$ cat src/rtl/i2cp_pkg.sv
package i2cp_pkg;
  localparam int NUM_PHASES = 4;
  localparam int PH_W       = $clog2(NUM_PHASES);

  typedef enum logic [1:0] {
    MODE_OFF  = 2'd0,
    MODE_BANG = 2'd1,
    MODE_SEQ  = 2'd2,
    MODE_RSVD = 2'd3
  } mode_e;

  typedef enum logic [2:0] {
    OP_NONE    = 3'd0,
    OP_START   = 3'd1,
    OP_STOP    = 3'd2,
    OP_WRITE   = 3'd3,
    OP_READ    = 3'd4,
    OP_RESTART = 3'd5
  } op_e;

  typedef enum logic [2:0] {
    SL_START,
    SL_RESTART,
    SL_STOP,
    SL_DATA,
    SL_ACK
  } slot_e;

  typedef struct packed {
    logic scl_low;
    logic sda_low;
  } lines_t;
endpackage

$ cat src/rtl/i2cp_prescaler.sv
module i2cp_prescaler #(
  parameter int DIV_W = 8
) (
  input  logic             clk,
  input  logic             rst,
  input  logic             run,
  input  logic [DIV_W-1:0] div,
  output logic             tick
);
  logic [DIV_W-1:0] cnt_q;

  assign tick = run && (cnt_q == div);

  always_ff @(posedge clk) begin
    if (rst || !run) cnt_q <= '0;
    else if (tick)   cnt_q <= '0;
    else             cnt_q <= cnt_q + 1'b1;
  end
endmodule

$ cat src/rtl/i2cp_phase_timer.sv
module i2cp_phase_timer
  import i2cp_pkg::*;
#(
  parameter int DIV_W  = 8,
  parameter int STEP_W = 8
) (
  input  logic                         clk,
  input  logic                         rst,
  input  logic                         run,
  input  logic [DIV_W-1:0]             div,
  input  logic [NUM_PHASES*STEP_W-1:0] steps,
  output logic [PH_W-1:0]              phase,
  output logic                         phase_end,
  output logic                         slot_end
);
  logic              tick;
  logic [STEP_W-1:0] step_arr [NUM_PHASES];
  logic [STEP_W-1:0] step_cnt_q;
  logic [PH_W-1:0]   phase_q;
  logic [STEP_W-1:0] cur_step;

  for (genvar g = 0; g < NUM_PHASES; g++) begin : g_unpack
    assign step_arr[g] = steps[g*STEP_W +: STEP_W];
  end

  i2cp_prescaler #(.DIV_W(DIV_W)) u_pre (
    .clk (clk),
    .rst (rst),
    .run (run),
    .div (div),
    .tick(tick)
  );

  assign cur_step  = step_arr[phase_q];
  assign phase_end = tick && (step_cnt_q == cur_step);
  assign slot_end  = phase_end && (phase_q == PH_W'(NUM_PHASES-1));
  assign phase     = phase_q;

  always_ff @(posedge clk) begin
    if (rst || !run) begin
      step_cnt_q <= '0;
      phase_q    <= '0;
    end else if (tick) begin
      if (step_cnt_q == cur_step) begin
        step_cnt_q <= '0;
        phase_q    <= phase_q + 1'b1;
      end else begin
        step_cnt_q <= step_cnt_q + 1'b1;
      end
    end
  end

  assert_phase_advance_R2: assert property (@(posedge clk) disable iff (rst)
    (run && phase_end) |=> (phase_q == $past(phase_q) + 1'b1));

  assert_phase_hold_R2: assert property (@(posedge clk) disable iff (rst)
    (run && !phase_end) |=> $stable(phase_q));
endmodule

$ cat src/rtl/i2cp_bit_fsm.sv
module i2cp_bit_fsm
  import i2cp_pkg::*;
(
  input  logic            clk,
  input  logic            rst,
  input  logic            cmd_valid,
  input  logic [2:0]      cmd_op,
  input  logic [7:0]      cmd_data,
  input  logic            cmd_nack,
  output logic            cmd_ready,
  input  logic [PH_W-1:0] phase,
  input  logic            phase_end,
  input  logic            slot_end,
  output logic            run,
  input  logic            sda_in,
  output lines_t          lines,
  output logic            done,
  output logic [7:0]      rsp_data,
  output logic            rsp_nack
);
  logic       busy_q, done_q, is_read_q, nack_req_q, samp_q, data_q;
  slot_e      slot_q;
  logic [7:0] shreg_q, rsp_data_q;
  logic [2:0] bitcnt_q;
  logic       rsp_nack_q;
  lines_t     lines_q, lines_n;
  logic       accept;

  assign cmd_ready = !busy_q;
  assign run       = busy_q;
  assign accept    = cmd_valid && !busy_q;
  assign lines     = lines_q;
  assign done      = done_q;
  assign rsp_data  = rsp_data_q;
  assign rsp_nack  = rsp_nack_q;

  always_comb begin
    lines_n = lines_q;
    unique case (slot_q)
      SL_START: begin
        lines_n.scl_low = (phase == 2'd3);
        lines_n.sda_low = (phase >= 2'd2);
      end
      SL_RESTART: begin
        lines_n.scl_low = (phase == 2'd0) || (phase == 2'd3);
        lines_n.sda_low = (phase >= 2'd2);
      end
      SL_STOP: begin
        lines_n.scl_low = (phase == 2'd0);
        lines_n.sda_low = (phase <= 2'd1);
      end
      SL_DATA: begin
        lines_n.scl_low = (phase == 2'd0) || (phase == 2'd3);
        lines_n.sda_low = !is_read_q && !shreg_q[7];
      end
      SL_ACK: begin
        lines_n.scl_low = (phase == 2'd0) || (phase == 2'd3);
        lines_n.sda_low = is_read_q && !nack_req_q;
      end
      default: lines_n = lines_q;
    endcase
  end

  always_ff @(posedge clk) begin
    if (rst) begin
      busy_q     <= 1'b0;
      done_q     <= 1'b0;
      slot_q     <= SL_START;
      is_read_q  <= 1'b0;
      nack_req_q <= 1'b0;
      shreg_q    <= '0;
      bitcnt_q   <= '0;
      samp_q     <= 1'b1;
      rsp_data_q <= '0;
      rsp_nack_q <= 1'b0;
      lines_q    <= '0;
      data_q     <= 1'b0;
    end else begin
      done_q <= 1'b0;
      data_q <= busy_q && ((slot_q == SL_DATA) || (slot_q == SL_ACK));
      if (busy_q) lines_q <= lines_n;

      if (accept) begin
        unique case (op_e'(cmd_op))
          OP_START:   begin busy_q <= 1'b1; slot_q <= SL_START;   end
          OP_RESTART: begin busy_q <= 1'b1; slot_q <= SL_RESTART; end
          OP_STOP:    begin busy_q <= 1'b1; slot_q <= SL_STOP;    end
          OP_WRITE, OP_READ: begin
            busy_q     <= 1'b1;
            slot_q     <= SL_DATA;
            is_read_q  <= (op_e'(cmd_op) == OP_READ);
            nack_req_q <= cmd_nack;
            shreg_q    <= cmd_data;
            bitcnt_q   <= '0;
          end
          default: ;
        endcase
      end

      if (busy_q && phase_end && (phase == 2'd2)) samp_q <= sda_in;

      if (busy_q && slot_end) begin
        unique case (slot_q)
          SL_DATA: begin
            shreg_q  <= {shreg_q[6:0], samp_q};
            bitcnt_q <= bitcnt_q + 1'b1;
            if (bitcnt_q == 3'd7) slot_q <= SL_ACK;
          end
          SL_ACK: begin
            busy_q     <= 1'b0;
            done_q     <= 1'b1;
            rsp_data_q <= shreg_q;
            rsp_nack_q <= samp_q;
          end
          default: begin
            busy_q <= 1'b0;
            done_q <= 1'b1;
          end
        endcase
      end
    end
  end

  // SDA may only move while SCL is held low inside data and acknowledge slots
  assert_sda_hold_R6: assert property (@(posedge clk) disable iff (rst)
    (data_q && $past(data_q) && !lines_q.scl_low && !$past(lines_q.scl_low))
      |-> (lines_q.sda_low == $past(lines_q.sda_low)));

  assert_done_pulse_R8: assert property (@(posedge clk) disable iff (rst)
    done_q |=> !done_q);
endmodule

$ cat src/rtl/i2c_phase_engine.sv
module i2c_phase_engine
  import i2cp_pkg::*;
#(
  parameter int DIV_W  = 8,
  parameter int STEP_W = 8
) (
  input  logic                    clk,
  input  logic                    rst,
  input  logic [1:0]              mode_i,
  input  logic [DIV_W-1:0]        clkdiv_i,
  input  logic [4*STEP_W-1:0]     steps_i,
  input  logic [1:0]              bb_lines_i,
  input  logic                    cmd_valid_i,
  output logic                    cmd_ready_o,
  input  logic [2:0]              cmd_op_i,
  input  logic [7:0]              cmd_data_i,
  input  logic                    cmd_nack_i,
  output logic                    done_o,
  output logic [7:0]              rsp_data_o,
  output logic                    rsp_nack_o,
  output logic                    busy_o,
  input  logic                    sda_i,
  output logic                    scl_oe_o,
  output logic                    sda_oe_o,
  output logic                    bb_sda_o
);
  localparam int STEPS_W = NUM_PHASES * STEP_W;

  mode_e           mode;
  logic            seq_on, eng_rst;
  logic            run, phase_end, slot_end, fsm_ready;
  logic [PH_W-1:0] phase;
  lines_t          lines;
  logic            scl_oe_q, sda_oe_q, bb_sda_q;

  assign mode    = mode_e'(mode_i);
  assign seq_on  = (mode == MODE_SEQ);
  assign eng_rst = rst || !seq_on;

  i2cp_phase_timer #(.DIV_W(DIV_W), .STEP_W(STEP_W)) u_timer (
    .clk      (clk),
    .rst      (eng_rst),
    .run      (run),
    .div      (clkdiv_i),
    .steps    (steps_i[STEPS_W-1:0]),
    .phase    (phase),
    .phase_end(phase_end),
    .slot_end (slot_end)
  );

  i2cp_bit_fsm u_fsm (
    .clk      (clk),
    .rst      (eng_rst),
    .cmd_valid(cmd_valid_i && seq_on),
    .cmd_op   (cmd_op_i),
    .cmd_data (cmd_data_i),
    .cmd_nack (cmd_nack_i),
    .cmd_ready(fsm_ready),
    .phase    (phase),
    .phase_end(phase_end),
    .slot_end (slot_end),
    .run      (run),
    .sda_in   (sda_i),
    .lines    (lines),
    .done     (done_o),
    .rsp_data (rsp_data_o),
    .rsp_nack (rsp_nack_o)
  );

  assign cmd_ready_o = fsm_ready && seq_on;
  assign busy_o      = run;

  always_ff @(posedge clk) begin
    if (rst) begin
      scl_oe_q <= 1'b0;
      sda_oe_q <= 1'b0;
      bb_sda_q <= 1'b0;
    end else begin
      unique case (mode)
        MODE_BANG: begin
          scl_oe_q <= !bb_lines_i[1];
          sda_oe_q <= !bb_lines_i[0];
          bb_sda_q <= sda_i;
        end
        MODE_SEQ: begin
          scl_oe_q <= lines.scl_low;
          sda_oe_q <= lines.sda_low;
        end
        default: begin
          scl_oe_q <= 1'b0;
          sda_oe_q <= 1'b0;
        end
      endcase
    end
  end

  assign scl_oe_o = scl_oe_q;
  assign sda_oe_o = sda_oe_q;
  assign bb_sda_o = bb_sda_q;

  assert_bang_lines_R9: assert property (@(posedge clk) disable iff (rst)
    (mode_i == 2'd1) |=> ((scl_oe_o == !$past(bb_lines_i[1])) &&
                          (sda_oe_o == !$past(bb_lines_i[0]))));

  assert_bang_sample_R10: assert property (@(posedge clk) disable iff (rst)
    (mode_i == 2'd1) |=> (bb_sda_o == $past(sda_i)));

  assert_off_release_R11: assert property (@(posedge clk) disable iff (rst)
    ((mode_i == 2'd0) || (mode_i == 2'd3)) |=> (!scl_oe_o && !sda_oe_o && !busy_o));
endmodule

$ cat config.mk
export PLATFORM = sky130hd
export DESIGN_NAME = i2c_phase_engine
export DESIGN_NICKNAME = d
export VERILOG_FILES = /design/src/rtl/i2cp_pkg.sv /design/src/rtl/i2cp_prescaler.sv /design/src/rtl/i2cp_phase_timer.sv /design/src/rtl/i2cp_bit_fsm.sv /design/src/rtl/i2c_phase_engine.sv
export SDC_FILE = /design/constraint.sdc
export NUM_CORES = 1
export LEC_CHECK = 0
export ABC_CLOCK_PERIOD_IN_PS = 2600
export BUFFER_PORTS_ARGS = -buffer_cell sky130_fd_sc_hd__buf_4
export CAP_MARGIN = 40
export CORE_MARGIN = 2
export CORE_UTILIZATION = 48
export DETAILED_ROUTE_END_ITERATION = 8
export PLACE_DENSITY_LB_ADDON = 0.08
export SLEW_MARGIN = 20
export SYNTH_ARGS = -nofsm -noshare
export SYNTH_HDL_FRONTEND = slang
export SYNTH_SLANG_ARGS = --single-unit
$ cat constraint.sdc
create_clock -name clk -period 2.6 [get_ports clk]
set_input_delay 0.13 -clock clk [delete_from_list [all_inputs] [get_ports clk]]
set_output_delay 0.13 -clock clk [all_outputs]
set_load 0.01 [all_outputs]
# Yosys cells after proc, flatten, opt, wreduce, memory -nomap -nowiden
# Index checks and enable logic that the tools add are counted.
# word_totals
reg_bits	51
in_bits	60
out_inout_bits	15
wordCells	100
# classes
n_addsub	4
magnitude_cmp	3
n_eq_ne	16
n_mux	25
n_bitwise	2
n_reduce_logical	32
# ops
cell	count
$mux 8	7
$mux 3	8
$add 8x1->8 const B	2
$bmux 8 s2	1
$eq 8x8->1	2
$eq 3x2->1 const B	4
$eq 3x3->1 const B	4
$pmux 3 s4	1
$logic_and 1x1->1	11
$pmux 2 s5	1
$reduce_and 2->1	4
$logic_not 1->1	7
$eq 2x2->1 const B	3
$eq 3x1->1 const B	2
$reduce_or 2->1	3
$mux 1	5
$reduce_bool 5->1	1
$reduce_or 5->1	1
$pmux 1 s2	2
$add 3x1->3 const B	1
$ge 3x3->1 const B	1
$logic_not 3->1	1
$logic_or 1x1->1	3
$not 2->3	1
6 further kinds	6

# Longest topological paths before layout
# depth
depth_word	10
mapped_depth	9
ltp_nobuf	8

# Cells and area by module
# From an unflattened synthesis, not the netlist that was laid out.
# hier_totals
hier_cells	297
area_unflattened_um2	2860.2
# modules_own_cells
module	n_inst	cells_each	area_each_um2	seq_area_each_um2
i2cp_bit_fsm	1	161	1443.9	600.6
i2cp_phase_timer	1	70	770.7	200.2
i2cp_prescaler	1	48	474.2	160.2
i2c_phase_engine	1	18	171.4	60.1

# Worst setup path before layout
# OpenSTA, ideal clock, no wires.
# synth_timing
path_kind	register to register
startpoint	register u_timer.phase_q[0], in the netlist u_timer.phase[0]
endpoint	register u_fsm.bitcnt_q[1]
arrival_ps	2386
t_required_ps	2472
slack_ps	87
path_stages_with_launch	10
n_path_buf	3
synth_period_minus_slack_ps	2513
cell_sequence	dfxtp_1 buf_6 mux4_1 xnor2_1 nand4_2 or4_1 clkbuf_2 buf_6 mux2i_1 nor2_1
# synth_via
elab_chain_len	9
elab_cells_between_ends	10
cone_classes	eq/ne: 2; mux: 4; bitwise: 1; reduce/logical: 3
# synth_lines
element	line	rtl
start: declaration	i2cp_phase_timer.sv:19	logic [PH_W-1:0] phase_q;
start signal: assignment	i2cp_phase_timer.sv:46	phase_q <= phase_q + 1'b1;
$not 2->3 (not written as such)	i2cp_phase_timer.sv:34	assign cur_step = step_arr[phase_q];
$bmux 8 s2	i2cp_phase_timer.sv:34	
$mux 8 (not written as such) (2 in a row)	i2cp_phase_timer.sv:34	
$eq 8x8->1	i2cp_phase_timer.sv:35	assign phase_end = tick && (step_cnt_q == cur_step);
$logic_and 1x1->1	i2cp_phase_timer.sv:35	
$logic_and 1x1->1 (*)	i2cp_phase_timer.sv:36	assign slot_end = phase_end && (phase_q == PH_W'(NUM_PHASES-1));
$logic_and 1x1->1 (*)	i2cp_bit_fsm.sv:102	if (busy_q && slot_end) begin
$mux 3 (*)	i2cp_bit_fsm.sv:102	
end signal: assignment	i2cp_bit_fsm.sv:106	bitcnt_q <= bitcnt_q + 1'b1;
end: declaration	i2cp_bit_fsm.sv:24	logic [2:0] bitcnt_q;
# Every way passes the cells marked *; elsewhere a longest branch is shown, timed or not. The select of a mux whose other input is x is not followed.
# A chain may end at the register's enable or synchronous reset.

# Worst setup path in the final report
# layout_timing
startpoint	register u_timer.phase_q[0], in the netlist u_timer.phase[0]
endpoint	register u_fsm.bitcnt_q[0]
# The elaborated chain is that of the path after synthesis.

==> results.json <==
{
  "max_cap_viol_count": 0,
  "synth_edf_count": 0,
  "final_max_slew_viol_count": 0,
  "fill_cells": 504,
  "synth_fa_ha_area_share_pct": 4.47,
  "drc": 0,
  "routedWlPerCell_um": 13.6,
  "end_kind": "register",
  "dpl.hpwl_mm": 4.89,
  "worstPathRequired_ps": 2840,
  "outcome": "finished, final reports clean",
  "tns_ps": 0,
  "power_leakage_nw": 1.56,
  "ys_seq_area_share_pct": 36.5,
  "layout-drive-gt1-share_pct": 32.3,
  "diodes": 0,
  "worst_slew_pin_slew_ps": 630,
  "avgSynthCellArea_um2": 9.42,
  "clk_pin_slew_worst_paths_ps": 100,
  "antenna_found_initial": 0,
  "drt_iter0_drc": 126,
  "ys_warn_count": 0,
  "grt_pass1_wl_mm": 10.4,
  "firstDrtPassIters": 4,
  "internal-power_mw": 1.07,
  "nNetsFinal": 450,
  "switching_share_pct": 24.3,
  "arrival_ps": 2680,
  "cts_buffers": 5,
  "syn-num-nets": 367,
  "path_max_fanout": 13,
  "fin_ws_ps": 158,
  "synth_xor_area_share_pct": 9.70,
  "pwr-share-seq_pct": 55.5,
  "dp_slack_ps": -19.0,
  "relSlewSlack_pct": 57.9,
  "regArea_um2": 1020,
  "synth_seq_cells": 51,
  "regToRegStartpoint": "u_timer.phase[0]",
  "synth_top_family_by_area": "simple AND/OR/NAND/NOR gates",
  "syn_inst": 297,
  "synth.mux.area_fraction_pct": 18.3,
  "power_mw": 1.41,
  "ctsHtreeMaxLevel": 2,
  "core_area_um2": 5570,
  "synth_cell_types": 48,
  "vias_per_cell": 5.18,
  "timing.fmax_ghz": 0.409,
  "fp.dieW_um": 80.3,
  "clk_latency_ps": 310,
  "ant_nets": 0,
  "io_pins": 75,
  "multiInputGateArea_um2": 1690,
  "rsz0062_at_grt": "false",
  "grt_max_degree": 18,
  "setup_viol": 0,
  "cp-start-kind": "register",
  "synth_compound_area_share_pct": 7.33,
  "cts_tree": "yes",
  "fin_skew_ps": 10.4,
  "grt.overflow.total": 0,
  "clk_path_buf_depth": 2,
  "fp-row-count": 27,
  "powerDensity_nw_per_um2": 391,
  "p_clk_share_pct": 33.7,
  "die_area_um2": 6460,
  "worstSetupStartpoint": "u_timer.phase[0]",
  "post-cts-setup-buffers": 0,
  "crit_type": "register to register",
  "cts.hold.buffers_added": 0,
  "fin_crit_sh_pct": 93.9,
  "vias": 2347,
  "min_path_type": "input pin to register",
  "cts_root_buffer": "clkbuf_8",
  "die_h_um": 80.3,
  "hold_viol_final": 0,
  "mappedNetlistArea_um2": 2800,
  "synth_area_leaders": "dfxtp_1 36%, mux2i_1 7.9%, xnor2_1 6.9%",
  "final_common_cell": "buf_4",
  "finish.utilization_pct": 64.9,
  "io_buffers": 74,
  "start_util_pct": 50.2,
  "syn_to_final_growth_pct": 29.2,
  "synthArstFlopShare_pct": 0,
  "finalCriticalPeriod_ps": 2440,
  "grt.total_usage_pct": 20.4,
  "place.gp.congestion": 0.862,
  "yosys.area_share.simple_pct": 19.7,
  "power_frac_comb_pct": 10.8,
  "synth_area_leader_cell": "dfxtp_1",
  "grt_pass1_vias": 2327,
  "yosys.area.top_type_share_pct": 36.5,
  "p_sw_mw": 0.343,
  "ys.flop_type": "dfxtp_1",
  "final_cell_mix": "89 x buf_4, 50 x dfxtp_1, 45 x nor2_1, 22 x mux2i_1, 18 x xnor2_1",
  "hold_start": "rst",
  "totalWireLength_mm": 6.18,
  "numClockSinks": 51,
  "max-vdd-ir-drop_v": 0.000226
}
## per-layer routing
metal | track usage (%) | part of all wire (%) | vias to the layer above
met5 | 0 | 0 | -
met4 | 5.08 | 0.97 | 0
met3 | 4.16 | 4.7 | 7
met2 | 33.3 | 46 | 58
met1 | 27.6 | 49 | 1076
li1 | - | - | 1206
## sequential cells by signal, indices dropped and copies added (netlist names), 2 cells and up
name                 cells
u_timer.step_cnt_q       8
u_fsm.rsp_data           8
u_fsm.shreg_q            8
u_timer.u_pre.cnt_q      8
u_timer.phase            2
u_fsm.slot_q             3
u_fsm.lines              2
u_fsm.bitcnt_q           3
## power groups by stage
| stage | clock (mW) | sequential (mW) | combinational (mW) |
|---|---|---|---|
| finish | 0.477 | 0.785 | 0.153 |
| global route | 0.518 | 0.785 | 0.167 |
| CTS | 0.489 | 0.785 | 0.150 |
| detailed placement | 0 | 0.803 | 0.149 |
| global placement | 0 | 0.803 | 0.147 |
| floorplan | 0 | 0.803 | 0.0578 |
## through the flow
| stage | instances | hold slack (ps) | cell area [um2] |
|---|---|---|---|
| 6_report | 453 | 19.8 | 3620 |
| 5_1_grt | 453 | 18.0 | 3620 |
| 3_3_place_gp | 444 | 344 | 3490 |
| 2_1_floorplan | 297 | 202 | 2800 |
| 3_5_place_dp | 445 | 353 | 3490 |
| 4_1_cts | 453 | 14.7 | 3590 |
## worst max-delay path: stages, from the launching register on
cell and delay [ps]:
dfxtp_2 350, buf_4 150, mux4_2 530, xnor2_2 170
nand4_2 140, or4_4 540, buf_8 170, or2_0 200
a21oi_1 130
## cell families after synthesis
logic type               Yosys count
AND/OR/NAND/NOR                  111
flip-flops                        51
multiplexers                      38
AO/OA/AOI/OAI                     31
XOR/XNOR                          31
buffers and inverters             25
adder cells (fa/ha/maj)           10
## final timing paths
check	to	slack, ps	cells after the start
hold / removal	bb_sda_o	20	2
setup reg to reg	u_fsm.bitcnt_q[0]	160	8
setup / recovery	u_fsm.bitcnt_q[0]	160	8
hold reg to reg	u_fsm.bitcnt_q[0]	490	2
## synthesized netlist by cell type, types with 9 or more instances
library cell  count
dfxtp_1          51
clkbuf_1          9
xor2_1            9
xnor2_1          22
nor2_1           46
nand3_1          14
mux2i_1          22
nand2_1          15
inv_1            11
ha_1             10
## area by class of cell
type                    count  area share, %
multi-input cells         221           46.6
clock inverters             3          0.657
flip-flops and latches     51           28.3
clock buffers               5           1.90
well taps                  72           2.49
repair buffers             90           18.9
inverters                  11           1.14
## timing repair
action                     4_1_cts  5_1_grt
gates cloned                     0        0
setup endpoints to repair        2       26
gates resized for setup          1       12
pin swaps                        0        1
No activity file was read; power rests on OpenSTA's default activity.
